### config.mk
export PLATFORM = sky130hd
export DESIGN_NAME = deferred_wb
export DESIGN_NICKNAME = d
export VERILOG_FILES = /design/src/rtl/dwb_pkg.sv /design/src/rtl/wb_regfile.sv /design/src/rtl/wb_pend_ctrl.sv /design/src/rtl/wb_fwd.sv /design/src/rtl/deferred_wb.sv
export SDC_FILE = /design/constraint.sdc
export NUM_CORES = 1
export LEC_CHECK = 0
export BUFFER_PORTS_ARGS = -buffer_cell sky130_fd_sc_hd__buf_4
export CAP_MARGIN = 20
export CORE_MARGIN = 8
export CORE_UTILIZATION = 32
export DETAILED_ROUTE_END_ITERATION = 12
export PLACE_DENSITY = 0.47
export SETUP_SLACK_MARGIN = 0.02
export SYNTH_ARGS = -nofsm -noshare
export SYNTH_HDL_FRONTEND = slang
export SYNTH_SLANG_ARGS = --single-unit
### constraint.sdc
create_clock -name clk -period 3.4 [get_ports clk]
set_input_delay 0.34 -clock clk [delete_from_list [all_inputs] [get_ports clk]]
set_output_delay 0.34 -clock clk [all_outputs]
set_load 0.01 [all_outputs]
### src/rtl/dwb_pkg.sv
package dwb_pkg;

  typedef enum logic [1:0] {
    PH_IDLE = 2'd0,
    PH_DATA = 2'd1,
    PH_LINK = 2'd2,
    PH_DONE = 2'd3
  } wb_phase_e;

  // byte distance from the pair start to the instruction after it
  function automatic int unsigned pair_span(input int unsigned depth, input int unsigned ibytes);
    return depth * ibytes;
  endfunction

  // a parked value hides register-file contents for a matching read
  function automatic logic fwd_hit(input logic pend, input logic [7:0] want, input logic [7:0] have);
    return pend && (want == have);
  endfunction

endpackage

### src/rtl/wb_regfile.sv
module wb_regfile #(
  parameter int XLEN = 32,
  parameter int NREG = 16,
  parameter int NRD  = 2,
  localparam int AW  = $clog2(NREG)
) (
  input  logic                      clk,
  input  logic                      rst_n,
  input  logic                      we,
  input  logic [AW-1:0]             waddr,
  input  logic [XLEN-1:0]           wdata,
  input  logic [NRD-1:0][AW-1:0]    raddr,
  output logic [NRD-1:0][XLEN-1:0]  rdata
);

  logic [XLEN-1:0] regs [NREG];

  always_ff @(posedge clk) begin
    if (!rst_n) begin
      for (int i = 0; i < NREG; i++) regs[i] <= '0;
    end else if (we) begin
      regs[waddr] <= wdata;
    end
  end

  for (genvar p = 0; p < NRD; p++) begin : g_rd
    assign rdata[p] = regs[raddr[p]];
  end

endmodule

### src/rtl/wb_pend_ctrl.sv
module wb_pend_ctrl
  import dwb_pkg::*;
#(
  parameter int XLEN     = 32,
  parameter int AW       = 4,
  parameter int LINK_IDX = 14
) (
  input  logic            clk,
  input  logic            rst_n,
  input  logic            core_we,
  input  logic [AW-1:0]   core_waddr,
  input  logic            acc_valid,
  input  logic [AW-1:0]   acc_dst,
  input  logic [XLEN-1:0] acc_data,
  input  logic            acc_branch,
  input  logic [XLEN-1:0] acc_link,
  output logic            stall,
  output logic            accept,
  output logic            need_upd,
  output logic [AW-1:0]   d_reg,
  output logic [XLEN-1:0] d_val,
  output logic            link_upd,
  output logic [XLEN-1:0] l_val,
  output logic            commit_data,
  output logic            commit_link,
  output wb_phase_e       phase
);

  localparam logic [AW-1:0] LINK = AW'(LINK_IDX);

  logic busy, slot_free, d_hit, l_hit, drop_data, drop_link, data_done, keep_data;

  assign busy      = (phase == PH_DATA) || (phase == PH_LINK);
  assign accept    = acc_valid && !busy;
  assign stall     = acc_valid && busy;
  assign slot_free = !core_we;
  assign d_hit     = core_we && (core_waddr == d_reg);
  assign l_hit     = core_we && (core_waddr == LINK);

  assign commit_data = (phase == PH_DATA) && need_upd && slot_free;
  assign drop_data   = (phase == PH_DATA) && need_upd && d_hit;
  assign data_done   = commit_data || drop_data;
  assign commit_link = (phase == PH_LINK) && link_upd && slot_free;
  assign drop_link   = link_upd && l_hit;

  // a branching pair that targets the link register keeps only the return address
  assign keep_data = !(acc_branch && (acc_dst == LINK));

  always_ff @(posedge clk) begin
    if (!rst_n) begin
      phase    <= PH_IDLE;
      need_upd <= 1'b0;
      link_upd <= 1'b0;
      d_reg    <= '0;
      d_val    <= '0;
      l_val    <= '0;
    end else if (accept) begin
      d_reg    <= acc_dst;
      d_val    <= acc_data;
      l_val    <= acc_link;
      need_upd <= keep_data;
      link_upd <= acc_branch;
      phase    <= keep_data ? PH_DATA : PH_LINK;
    end else begin
      unique case (phase)
        PH_IDLE: phase <= PH_IDLE;
        PH_DATA: begin
          if (drop_link) link_upd <= 1'b0;
          if (data_done) begin
            need_upd <= 1'b0;
            phase    <= (link_upd && !drop_link) ? PH_LINK : PH_DONE;
          end
        end
        PH_LINK: begin
          if (commit_link || drop_link) begin
            link_upd <= 1'b0;
            phase    <= PH_DONE;
          end
        end
        PH_DONE: phase <= PH_IDLE;
        default: phase <= PH_IDLE;
      endcase
    end
  end

endmodule

### src/rtl/wb_fwd.sv
module wb_fwd
  import dwb_pkg::*;
#(
  parameter int XLEN     = 32,
  parameter int AW       = 4,
  parameter int NRD      = 2,
  parameter int LINK_IDX = 14
) (
  input  logic [NRD-1:0][AW-1:0]   raddr,
  input  logic [NRD-1:0][XLEN-1:0] rf_rdata,
  input  logic                     need_upd,
  input  logic [AW-1:0]            d_reg,
  input  logic [XLEN-1:0]          d_val,
  input  logic                     link_upd,
  input  logic [XLEN-1:0]          l_val,
  output logic [NRD-1:0][XLEN-1:0] rdata
);

  localparam logic [7:0] LINK8 = 8'(LINK_IDX);

  for (genvar p = 0; p < NRD; p++) begin : g_port
    logic [7:0] want;
    assign want = 8'(raddr[p]);
    always_comb begin
      if (fwd_hit(link_upd, want, LINK8))            rdata[p] = l_val;
      else if (fwd_hit(need_upd, want, 8'(d_reg)))   rdata[p] = d_val;
      else                                           rdata[p] = rf_rdata[p];
    end
  end

endmodule

### src/rtl/deferred_wb.sv
module deferred_wb
  import dwb_pkg::*;
#(
  parameter int XLEN        = 32,
  parameter int NREG        = 16,
  parameter int NRD         = 2,
  parameter int LINK_IDX    = 14,
  parameter int PAIR_DEPTH  = 2,
  parameter int INSTR_BYTES = 2,
  localparam int AW         = $clog2(NREG)
) (
  input  logic                     clk,
  input  logic                     rst_n,
  input  logic                     core_we,
  input  logic [AW-1:0]            core_waddr,
  input  logic [XLEN-1:0]          core_wdata,
  input  logic                     acc_valid,
  input  logic [AW-1:0]            acc_dst,
  input  logic [XLEN-1:0]          acc_data,
  input  logic                     acc_branch,
  input  logic [XLEN-1:0]          acc_pc,
  input  logic [NRD-1:0][AW-1:0]   rd_addr,
  output logic [NRD-1:0][XLEN-1:0] rd_data,
  output logic                     stall
);

  localparam logic [AW-1:0]   LINK = AW'(LINK_IDX);
  localparam logic [XLEN-1:0] SPAN = XLEN'(pair_span(PAIR_DEPTH, INSTR_BYTES));

  logic            accept, need_upd, link_upd, commit_data, commit_link;
  logic [AW-1:0]   d_reg;
  logic [XLEN-1:0] d_val, l_val, acc_link;
  wb_phase_e       phase;

  logic                     rf_we;
  logic [AW-1:0]            rf_waddr;
  logic [XLEN-1:0]          rf_wdata;
  logic [NRD-1:0][XLEN-1:0] rf_rdata;

  assign acc_link = acc_pc + SPAN;

  wb_pend_ctrl #(.XLEN(XLEN), .AW(AW), .LINK_IDX(LINK_IDX)) u_ctrl (
    .clk(clk), .rst_n(rst_n),
    .core_we(core_we), .core_waddr(core_waddr),
    .acc_valid(acc_valid), .acc_dst(acc_dst), .acc_data(acc_data),
    .acc_branch(acc_branch), .acc_link(acc_link),
    .stall(stall), .accept(accept),
    .need_upd(need_upd), .d_reg(d_reg), .d_val(d_val),
    .link_upd(link_upd), .l_val(l_val),
    .commit_data(commit_data), .commit_link(commit_link),
    .phase(phase)
  );

  // the core owns the port; parked values only use idle cycles
  always_comb begin
    rf_we    = core_we || commit_data || commit_link;
    rf_waddr = core_waddr;
    rf_wdata = core_wdata;
    if (!core_we) begin
      rf_waddr = commit_link ? LINK  : d_reg;
      rf_wdata = commit_link ? l_val : d_val;
    end
  end

  wb_regfile #(.XLEN(XLEN), .NREG(NREG), .NRD(NRD)) u_rf (
    .clk(clk), .rst_n(rst_n),
    .we(rf_we), .waddr(rf_waddr), .wdata(rf_wdata),
    .raddr(rd_addr), .rdata(rf_rdata)
  );

  wb_fwd #(.XLEN(XLEN), .AW(AW), .NRD(NRD), .LINK_IDX(LINK_IDX)) u_fwd (
    .raddr(rd_addr), .rf_rdata(rf_rdata),
    .need_upd(need_upd), .d_reg(d_reg), .d_val(d_val),
    .link_upd(link_upd), .l_val(l_val),
    .rdata(rd_data)
  );

endmodule

==> flow_summary_export.csv <==
group,metric,value,unit
worst_setup_path,critPathCaptureType,"primary output",
clocking,cts-resized-gates,0,
power,swShare,29.0,%
synthesis,ys_seq_area_share,56.3,%
worst_setup_path,path_max_fanout,19,
synthesis,synthFlopType,"edfxtp_1",
synthesis,syn_avg_cell_area,13.1,sq um
worst_setup_path,arrival,2820,ps
clocking,cts-htree-levels,3,
layout,top_regs,"u_rf.regs x512, u_ctrl.d_val x32, u_ctrl.l_val x32",
clocking,cts.sinks,584,
clocking,cts_root_buf,"clkbuf_16",
power,seqPwrFrac,43.8,%
clocking,cts_inserted_buffers,70,
sta,rsz0062_at_grt,"false",
drt,met3_length,12400,um
worst_hold_path,hold_class,"primary input to register",
layout,multi_input_area,0.0122,sq mm
floorplan,die_width,322,um
layout,fillCellCount,8772,
clocking,clk_latency,610,ps
sta,finalSetupViolCount,0,
synthesis,syn_area,0.0299,sq mm
floorplan,io_pins,182,
global_routing,gr-total-overflow,0,
layout,final_cell_mix,"nor2_1 (533), edfxtp_1 (512), mux4_2 (256), buf_4 (254), a22oi_1 (127)",
global_routing,grtUsageTotal,22.9,%
layout,largest_register_ffs,512,
sta,finalHoldViolCount,0,
global_routing,antenna_found_initial,3,
synthesis,ys_warn_count,0,
sta,fmax,317,MHz
sta,post-route-period-util,92.9,%
power,combPwrFrac,17.7,%
job,max_cap_violations,0,
synthesis,synth-edff-count,512,
power,p_int,14.3,mW
floorplan,fp-row-count,112,
worst_hold_path,hold_path.startpoint,"acc_pc[30]",
synthesis,ys_seq_elements,584,
layout,fin_nets,2579,
placed_design,place_hpwl,72400,um
power,pwr-share-clk,38.5,%
synthesis,syn-num-nets,2400,
synthesis,synth_area_leaders,"edfxtp_1 (51%), mux4_2 (19%), nor2_1 (6.7%), dfxtp_1 (4.8%), a22oi_1 (3.2%)",
layout,final_common_cell,"nor2_1",
sta,period_needed,3160,ps
synthesis,syn-instance-count,2280,
drt,viasPerCell,5.95,
sta,tns,0,ps
layout,seq_area,0.0168,sq mm
global_routing,grt_max_degree,71,
synthesis,yosysTopAreaCellShare,51.5,%
layout,layout-drive-gt1-share,29.3,%
power,p_leak,12.3,nW
clocking,clk_pin_slew_worst_paths,70,ps
clocking,cts_tree,"done",
sta,tightest_slew,898,ps
drt,wl_per_cell,32.4,um
floorplan,start_util,32.2,%
layout,final_core_util,38.8,%
drt,route.met2.wl,55100,um
worst_setup_path,crit_path_start_kind,"register",
layout,syn2layout_area_growth,20.5,%
placed_design,gp_congestion,0.812,
power,powerDensity,558,mW/mm^2
clocking,cts_buffer_depth,3,
layout,antenna_cells,0,
sta,skew,35.2,ps
drt,ant_nets,0,
drt,first_pass_iters,6,
worst_setup_path,critical_path_class,"register to primary output",
floorplan,dieHeight,322,um
synthesis,async_flop_share,0,%
layout,top_register,"u_rf.regs",
synthesis,synth_top_area_cell,"edfxtp_1",
floorplan,core_area,0.0929,sq mm
power,switching_power,5.82,mW
worst_setup_path,r2r-start,"u_ctrl.phase[0]",
worst_setup_path,cp.required,3060,ps
drt,highest_layer,"met5",
sta,slew_violations,0,
global_routing,grt_pass1_wl,170000,um
drt,drc_errors,0,
drt,totalWireLength,122000,um
synthesis,ys_types,54,
sta,slew-limit-headroom,39.9,%
run_status,outcome,"complete, no violations",
worst_setup_path,setup.worst_path.start,"u_ctrl.d_reg[2]",
drt,wl_met1,51000,um
drt,drt_iter0_markers,2909,
power,ir_drop,0.000327,V
global_routing,grt_pass1_vias,22200,
drt,routed-via-count,22400,
floorplan,dieArea,0.103,sq mm
placed_design,port_buffers,181,
## cell type report
type                    count  area share, %
flip-flops and latches    584           46.7
multi-input cells        1459           33.9
repair buffers            331           8.41
clock buffers              97           5.46
well taps                1254           4.36
clock inverters            31           1.01
inverters                  13          0.136
## synthesized netlist by cell type, types with 8 or more instances
master    count
inv_1        11
mux4_2      256
xor2_1       23
a21oi_1      65
nand4_1      12
a21oi_2      30
a22oi_1     127
nand2_1     124
a211oi_1     10
a31oi_1      67
o21ai_0      24
xnor2_1      14
clkbuf_1    128
edfxtp_1    512
nand3_1      12
nor2_1      536
buf_1        11
o22ai_1      64
a22o_1       33
buf_2        72
dfxtp_1      72
buf_4        11
nor2b_1       8
## cells by family (layout without fill, tap and decap cells)
group	count (synthesis)	after routing	synth area share, %
xor+xnor	37	37	1.08
fa+ha+maj	3	3	0.126
simple gates	726	726	9.77
compound gates	435	435	9.95
flops	584	584	56.3
mux	258	258	19.4
buf+inv	237	472	3.43
## critical path, stage by stage (launching register included)
cell	delay (ps)
dfxtp_1	510
xor2_1	110
nor3_1	400
nand4_1	200
buf_4	310
o22ai_1	220
a31oi_1	90
buf_4	170
buf_4	140
## stage by stage
stage	instance area, sq um	power, mW	hold WS (ps)	std cells	setup slack, ps
2_1_floorplan	29900	10.7	436	2280	744
3_3_place_gp	33200	12.4	495	3600	526
3_5_place_dp	33200	12.4	500	3600	487
4_1_cts	36000	20.2	8.61	3769	214
5_1_grt	36000	20.7	50.3	3769	127
6_report	36000	20.1	44.3	3769	243
## repair_timing
action | in CTS | in global routing
hold endpoints to repair | 39 | 0
setup endpoints to repair | 1 | 0
hold buffers | 39 | 0
setup buffers | 2 | 0
## per-layer routing
layer / vias up / track usage, %
li1: 9191 / -
met1: 11700 / 32.1
met2: 1355 / 35.5
met3: 204 / 5.24
met4: 2 / 6.76
met5: - / 0
## final timing paths
kind | cells after the start | slack (ps) | to
setup / recovery | 8 | 240 | rd_data[48]
hold / removal | 3 | 40 | u_ctrl.l_val[30]
setup reg to reg | 8 | 510 | u_rf.regs[14][4]
hold reg to reg | 2 | 510 | u_ctrl.d_val[31]
## power by group through the flow
stage | clock [mW] | combinational (mW) | sequential, mW
after floorplan | 0 | 2.03 | 8.68
after detailed placement | 0 | 3.50 | 8.93
after CTS | 7.84 | 3.55 | 8.78
after global routing | 8.11 | 3.75 | 8.85
final | 7.74 | 3.55 | 8.80
after global placement | 0 | 3.48 | 8.90
No activity file was read; power rests on OpenSTA's default activity.
